<file path="src/rtl/aclink_pkg.sv">
package aclink_pkg;
  // Strobes from the frame controller to the datapath.
  typedef struct packed {
    logic frameStart;
    logic rxTake;
    logic tagDone;
    logic cmdAddrDone;
    logic cmdDataDone;
    logic leftDone;
    logic rightDone;
    logic txOn;
  } linkStrobes_t;
endpackage

</file>
<file path="src/rtl/aclink_frame_ctrl.sv">
module aclink_frame_ctrl
  import aclink_pkg::*;
#(
  parameter int TAG_W     = 16,
  parameter int SLOT_W    = 20,
  parameter int NUM_SLOTS = 12,
  localparam int FRAME_W  = TAG_W + NUM_SLOTS * SLOT_W,
  localparam int CNT_W    = $clog2(FRAME_W)
) (
  input  logic             clk,
  input  logic             rstN,
  input  logic             sync,
  output linkStrobes_t     stb,
  output logic [CNT_W-1:0] txIdx
);
  localparam int LAST      = FRAME_W - 1;
  localparam int TAG_END   = TAG_W - 1;
  localparam int ADDR_END  = TAG_END + SLOT_W;
  localparam int DATA_END  = TAG_END + 2 * SLOT_W;
  localparam int LEFT_END  = TAG_END + 3 * SLOT_W;
  localparam int RIGHT_END = TAG_END + 4 * SLOT_W;

  logic             syncPrev;
  logic             active;
  logic [CNT_W-1:0] bitCnt;
  logic             startNow;

  assign startNow = sync & ~syncPrev;

  always_ff @(posedge clk or negedge rstN) begin
    if (!rstN) begin
      syncPrev <= 1'b0;
      active   <= 1'b0;
      bitCnt   <= '0;
    end else begin
      syncPrev <= sync;
      if (startNow) begin
        active <= 1'b1;
        bitCnt <= '0;
      end else if (active) begin
        if (bitCnt == CNT_W'(LAST)) active <= 1'b0;
        bitCnt <= bitCnt + 1'b1;
      end
    end
  end

  always_comb begin
    stb.frameStart  = startNow;
    stb.rxTake      = active;
    stb.tagDone     = active && (bitCnt == CNT_W'(TAG_END));
    stb.cmdAddrDone = active && (bitCnt == CNT_W'(ADDR_END));
    stb.cmdDataDone = active && (bitCnt == CNT_W'(DATA_END));
    stb.leftDone    = active && (bitCnt == CNT_W'(LEFT_END));
    stb.rightDone   = active && (bitCnt == CNT_W'(RIGHT_END));
    stb.txOn        = startNow || (active && (bitCnt != CNT_W'(LAST)));
    txIdx           = startNow ? '0 : bitCnt + 1'b1;
  end
endmodule

</file>
<file path="src/rtl/aclink_datapath.sv">
module aclink_datapath
  import aclink_pkg::*;
#(
  parameter int TAG_W     = 16,
  parameter int SLOT_W    = 20,
  parameter int NUM_SLOTS = 12,
  parameter int ADDR_W    = 7,
  parameter int DATA_W    = 16,
  parameter int PCM_W     = 18,
  localparam int FRAME_W  = TAG_W + NUM_SLOTS * SLOT_W,
  localparam int CNT_W    = $clog2(FRAME_W)
) (
  input  logic              clk,
  input  logic              rstN,
  input  linkStrobes_t      stb,
  input  logic [CNT_W-1:0]  txIdx,
  input  logic              sdataOut,
  output logic              sdataIn,
  input  logic              codecReady,
  input  logic              recValid,
  input  logic [PCM_W-1:0]  recLeft,
  input  logic [PCM_W-1:0]  recRight,
  output logic [ADDR_W-1:0] regAddr,
  output logic              regWrEn,
  output logic [DATA_W-1:0] regWrData,
  output logic              regRdEn,
  input  logic [DATA_W-1:0] regRdData,
  output logic [PCM_W-1:0]  dacLeft,
  output logic              dacLeftStb,
  output logic [PCM_W-1:0]  dacRight,
  output logic              dacRightStb
);
  localparam int ADDR_PAD = SLOT_W - 1 - ADDR_W;
  localparam int DATA_PAD = SLOT_W - DATA_W;
  localparam int PCM_PAD  = SLOT_W - PCM_W;
  localparam int TAG_PAD  = TAG_W - 5;

  // Falling-edge capture of the incoming serial bit.
  logic rxBit;
  always_ff @(negedge clk or negedge rstN) begin
    if (!rstN) rxBit <= 1'b0;
    else       rxBit <= sdataOut;
  end

  logic [SLOT_W-1:0] rxShift, shiftNext;
  logic [4:0]        rxTag;   // frame valid, slot1..slot4 valid
  logic              cmdRead, cmdOk;
  logic              readPend;
  logic [ADDR_W-1:0] pendAddr, echoAddr;
  logic [DATA_W-1:0] pendData, echoData;
  logic [PCM_W-1:0]  snapLeft, snapRight;
  logic [TAG_W-1:0]  txTag, tagNext, curTag;
  logic [SLOT_W-1:0] txSlot [1:4];
  logic              frameBit;

  assign shiftNext = {rxShift[SLOT_W-2:0], rxBit};
  assign tagNext   = {codecReady, readPend, readPend, recValid, recValid, {TAG_PAD{1'b0}}};
  assign curTag    = stb.frameStart ? tagNext : txTag;

  always_comb begin
    txSlot[1] = {1'b0, echoAddr, {ADDR_PAD{1'b0}}};
    txSlot[2] = {echoData, {DATA_PAD{1'b0}}};
    txSlot[3] = {snapLeft, {PCM_PAD{1'b0}}};
    txSlot[4] = {snapRight, {PCM_PAD{1'b0}}};
  end

  always_comb begin
    int idx;
    idx      = int'(txIdx);
    frameBit = 1'b0;
    if (idx < TAG_W) begin
      frameBit = curTag[TAG_W-1-idx];
    end else begin
      for (int k = 1; k <= 4; k++) begin
        if (idx >= TAG_W + (k-1)*SLOT_W && idx < TAG_W + k*SLOT_W)
          frameBit = txSlot[k][TAG_W + k*SLOT_W - 1 - idx];
      end
    end
  end

  always_ff @(posedge clk or negedge rstN) begin
    if (!rstN) begin
      rxShift     <= '0;
      rxTag       <= '0;
      cmdRead     <= 1'b0;
      cmdOk       <= 1'b0;
      regAddr     <= '0;
      regWrEn     <= 1'b0;
      regWrData   <= '0;
      regRdEn     <= 1'b0;
      readPend    <= 1'b0;
      pendAddr    <= '0;
      pendData    <= '0;
      echoAddr    <= '0;
      echoData    <= '0;
      snapLeft    <= '0;
      snapRight   <= '0;
      txTag       <= '0;
      dacLeft     <= '0;
      dacLeftStb  <= 1'b0;
      dacRight    <= '0;
      dacRightStb <= 1'b0;
      sdataIn     <= 1'b0;
    end else begin
      regWrEn     <= 1'b0;
      regRdEn     <= 1'b0;
      dacLeftStb  <= 1'b0;
      dacRightStb <= 1'b0;

      if (stb.rxTake) rxShift <= shiftNext;
      if (stb.tagDone) rxTag <= shiftNext[TAG_W-1 -: 5];

      if (stb.cmdAddrDone) begin
        cmdRead <= shiftNext[SLOT_W-1];
        cmdOk   <= rxTag[4] & rxTag[3];
        regAddr <= shiftNext[SLOT_W-2 -: ADDR_W];
        regRdEn <= rxTag[4] & rxTag[3] & shiftNext[SLOT_W-1];
      end

      if (stb.cmdDataDone && cmdOk && !cmdRead && rxTag[2]) begin
        regWrData <= shiftNext[SLOT_W-1 -: DATA_W];
        regWrEn   <= 1'b1;
      end

      if (stb.leftDone && rxTag[4] && rxTag[1]) begin
        dacLeft    <= shiftNext[SLOT_W-1 -: PCM_W];
        dacLeftStb <= 1'b1;
      end
      if (stb.rightDone && rxTag[4] && rxTag[0]) begin
        dacRight    <= shiftNext[SLOT_W-1 -: PCM_W];
        dacRightStb <= 1'b1;
      end

      if (stb.frameStart) begin
        txTag     <= tagNext;
        echoAddr  <= readPend ? pendAddr : '0;
        echoData  <= readPend ? pendData : '0;
        snapLeft  <= recValid ? recLeft  : '0;
        snapRight <= recValid ? recRight : '0;
        readPend  <= 1'b0;
      end

      if (regRdEn) begin
        pendAddr <= regAddr;
        pendData <= regRdData;
        readPend <= 1'b1;
      end

      sdataIn <= stb.txOn ? frameBit : 1'b0;
    end
  end
endmodule

</file>
<file path="src/rtl/aclink_codec_engine.sv">
module aclink_codec_engine
  import aclink_pkg::*;
#(
  parameter int TAG_W     = 16,
  parameter int SLOT_W    = 20,
  parameter int NUM_SLOTS = 12,
  parameter int ADDR_W    = 7,
  parameter int DATA_W    = 16,
  parameter int PCM_W     = 18,
  localparam int FRAME_W  = TAG_W + NUM_SLOTS * SLOT_W,
  localparam int CNT_W    = $clog2(FRAME_W)
) (
  input  logic              bitClk,
  input  logic              rstN,
  input  logic              sync,
  input  logic              sdataOut,
  output logic              sdataIn,
  input  logic              codecReady,
  input  logic              recValid,
  input  logic [PCM_W-1:0]  recLeft,
  input  logic [PCM_W-1:0]  recRight,
  output logic [ADDR_W-1:0] regAddr,
  output logic              regWrEn,
  output logic [DATA_W-1:0] regWrData,
  output logic              regRdEn,
  input  logic [DATA_W-1:0] regRdData,
  output logic [PCM_W-1:0]  dacLeft,
  output logic              dacLeftStb,
  output logic [PCM_W-1:0]  dacRight,
  output logic              dacRightStb
);
  linkStrobes_t     stb;
  logic [CNT_W-1:0] txIdx;

  aclink_frame_ctrl #(
    .TAG_W(TAG_W), .SLOT_W(SLOT_W), .NUM_SLOTS(NUM_SLOTS)
  ) u_ctrl (
    .clk(bitClk), .rstN(rstN), .sync(sync), .stb(stb), .txIdx(txIdx)
  );

  aclink_datapath #(
    .TAG_W(TAG_W), .SLOT_W(SLOT_W), .NUM_SLOTS(NUM_SLOTS),
    .ADDR_W(ADDR_W), .DATA_W(DATA_W), .PCM_W(PCM_W)
  ) u_dp (
    .clk(bitClk), .rstN(rstN), .stb(stb), .txIdx(txIdx),
    .sdataOut(sdataOut), .sdataIn(sdataIn),
    .codecReady(codecReady), .recValid(recValid),
    .recLeft(recLeft), .recRight(recRight),
    .regAddr(regAddr), .regWrEn(regWrEn), .regWrData(regWrData),
    .regRdEn(regRdEn), .regRdData(regRdData),
    .dacLeft(dacLeft), .dacLeftStb(dacLeftStb),
    .dacRight(dacRight), .dacRightStb(dacRightStb)
  );
endmodule

</file>
<file path="config.mk">
export PLATFORM = sky130hd
export DESIGN_NAME = aclink_codec_engine
export DESIGN_NICKNAME = d
export VERILOG_FILES = /design/src/rtl/aclink_pkg.sv /design/src/rtl/aclink_frame_ctrl.sv /design/src/rtl/aclink_datapath.sv /design/src/rtl/aclink_codec_engine.sv
export SDC_FILE = /design/constraint.sdc
export NUM_CORES = 1
export LEC_CHECK = 0
export ABC_AREA = 1
export BUFFER_PORTS_ARGS = -buffer_cell sky130_fd_sc_hd__buf_2
export CORE_MARGIN = 2
export CORE_UTILIZATION = 44
export DETAILED_ROUTE_END_ITERATION = 7
export GPL_TIMING_DRIVEN = 0
export PLACE_DENSITY_LB_ADDON = 0.3
export SYNTH_ARGS = -nofsm -noshare
export SYNTH_HDL_FRONTEND = slang
export SYNTH_SLANG_ARGS = --single-unit
</file>
<file path="constraint.sdc">
create_clock -name bitClk -period 2.9 [get_ports bitClk]
set_clock_uncertainty 0.1 [all_clocks]
set_input_delay 0.29 -clock bitClk [delete_from_list [all_inputs] [get_ports bitClk]]
set_output_delay 0.29 -clock bitClk [all_outputs]
set_load 0.02 [all_outputs]
</file>
==> impl_metrics.ini <==
[power]
power.density_nw_per_um2 = 625
p_leak_nw = 5.28
finalPower_mw = 6.46
vdd_drop_max_mv = 0.509

[die]
die_y_um = 143
dieArea_sq_um = 20500
ios = 122
rows = 50
core_area_sq_um = 18900
die_width_um = 143
initial_core_util_pct = 45.2

[worst_setup_path]
crit_path_end_kind = register
reg2reg_depth = 15
crit_buf_inv = 3
critPathLaunchType = register
crit_path_max_fanout = 7
rrSetupSlack_ns = 0.33
worst-setup-path-type = reg -> reg
cpLargestDelayFamily = simple AND/OR/NAND/NOR gates
critical_path_arrival_ns = 2.80
r2r-start = u_ctrl.bitCnt[1]
cp_slowest_stage_delay_ns = 0.44
path_cells = ha_1, nand2_2, nand3_1, inv_1, ha_1, inv_1, nand2_1, inv_1, o211ai_1, nand3_1, nor2_1, nor2_1, nand2_1, nand2_1, a21oi_2
required_ns = 3.13
reg2reg_to = u_dp.sdataIn
crit_path_start = u_ctrl.bitCnt[1]
cpMaxStageDelayCell = dfrtp_1

[timing]
hold_violations = 0
finalSetupViolCount = 0
slew_headroom_pct = 58.7
finalWorstSetupSlack_ns = 0.329
fin_crit_sh_pct = 88.7
timing.hold.ws_ns = 0.0124
fmax_ghz = 0.389
finalSetupTns_ns = 0
drv_slew = 0
period_needed_ns = 2.57
tightest_slew_ns = 0.619
rsz0062_at_grt = false

[cells_and_area]
num-fill-cells = 1795
layout_common_cells = nand2_1, dfrtp_1, o21ai_0, buf_2, inv_1
diodes = 0
layout-drive-gt1-share_pct = 15.3
fin_util_pct = 54.7
mostFrequentLayoutCell = nand2_1
nNetsFinal = 1229
area_delta_synth_final_pct = 21.0
seq_area_sq_um = 5000
final_area_sq_um = 10300
multi_input_area_sq_um = 2900
fin_cells = 1439

[detailed_routing]
drt_iter0_drc = 509
antenna_left = 0
wl_per_cell_um = 15.3
viasPerCell = 4.98
vias = 7169
wirelength_um = 22000
drc = 0
first_pass_iters = 7

[hold_path]
holdPathEnd = u_dp.snapRight[1]
hold_class = in -> reg
worst_hold_startpoint = recRight[1]
min_path_cells = 3

[synthesis]
synth.avg_cell_area_sq_um = 8.55
synthCells = 999
syn_area_sq_um = 8540
synthTopCellsByArea = dfrtp_1, nand2_1, o21ai_0, inv_1, nand3_1
syn-num-nets = 1061
yosys.area.top_type_share_pct = 58.3
synth_cell_types = 32
yosysWarnings = 0
ys_ff_latch = 200
yosysTopAreaCell = dfrtp_1
ys_seq_area_share_pct = 58.6

[global_routing]
grt_pass1_vias = 6985
globalRouteOverflowTotal = 0
grt_antenna_before_repair = 0
grt_pass1_wl_um = 35700
grtUsageTotal_pct = 22.3
grt_start_max_net_pins = 121

[placement]
post-place-cells = 1380
pre_cts_slack_ns = 0.0674
dpl_cell_area_sq_um = 9500
portBuffers = 120
routabilityCongestion = 0.865
hpwl_um = 15100

[clock_network]
cts_buffers = 17
ctsResizeCount = 0
cts-root-buf = clkbuf_16
cts_buffer_depth = 2
path_clk_slew_ns = 0.07
cts_sinks = 200
cts_tree = yes
clk_latency_ns = 0.44
cts_setup_buffers = 0
ctsHoldBuffers = 28
htree_num_levels = 4

[run_status]
status = completed

[run]
cap_viol_max_count = 0
[routing by layer]
layer	vias up	GRT usage (%)	wire length (um)
li1	3528	-	-
met1	3426	30.7	10300
met2	192	36.5	10400
met3	23	4.13	1050
met4	0	6.04	261
met5	-	0	0
[kinds of logic after synthesis]
kind of cell / Yosys count / share of synthesized area, %
buf+inv: 158 / 7.50
simple gates: 421 / 20.2
flops: 200 / 58.6
xor+xnor: 1 / 0.103
compound gates: 215 / 13.0
fa+ha+maj: 4 / 0.586
[flip-flops by register name (all words and copies together) (netlist names), 5 cells and up]
name,flops
u_dp.rxTag,5
u_dp.dacLeft,18
u_dp.dacRight,18
u_dp.snapLeft,18
u_dp.pendAddr,7
u_dp.txTag,16
u_dp.pendData,16
u_dp.snapRight,18
u_dp.regWrData,16
u_dp.echoAddr,7
u_dp.echoData,16
u_ctrl.bitCnt,8
u_dp.regAddr,7
u_dp.rxShift,19
[where the power goes]
group / leakage (nW) / switching, mW / internal [mW]
Sequential: 2.61 / 0.0790 / 2.93
Combinational: 2.42 / 0.833 / 0.419
Clock: 0.256 / 1.09 / 1.11
[cells in the mapped netlist (all sizes together)]
cell type / instances
nand2: 291
dfrtp: 199
o21ai: 192
inv: 105
nand3: 64
nor2: 53
clkbuf: 34
buf: 19
a21oi: 12
nand4: 5
nor3: 5
o211ai: 5
ha: 4
o22ai: 3
o221ai: 2
a21o: 1
dfrtn: 1
nand3b: 1
nor3b: 1
nor4: 1
xor2: 1
[cell type report]
| cell class | instances | area share (%) |
|---|---|---|
| Clock inverter | 13 | 0.969 |
| Clock buffer | 18 | 4.15 |
| Sequential cell | 200 | 48.4 |
| Buffer | 53 | 2.36 |
| Inverter | 105 | 3.84 |
| Tap cell | 260 | 3.15 |
| Multi-Input combinational cell | 641 | 28.0 |
| Timing Repair Buffer | 149 | 9.06 |
[worst max-delay path by stage]
stage	depth (start not counted)	endpoint	slack (ns)
detailed placement	2	u_dp.rxBit	0.07
CTS	15	u_dp.sdataIn	0.36
global placement	1	u_dp.rxBit	-3.20
finish	15	u_dp.sdataIn	0.33
floorplan	15	u_dp.sdataIn	0.80
global route	15	u_dp.sdataIn	0.15
[worst register-to-register path, delay by kind of cell, from the launching register on]
family                     cells  cell delay [ns]
and+or+nand+nor                8             0.71
AOI/OAI and AO/OA              2             0.14
DFF                            1             0.44
adders and majority gates      2             0.61
buffers and inverters          3             0.47
Note: power is estimated with default switching activity, not from simulation.
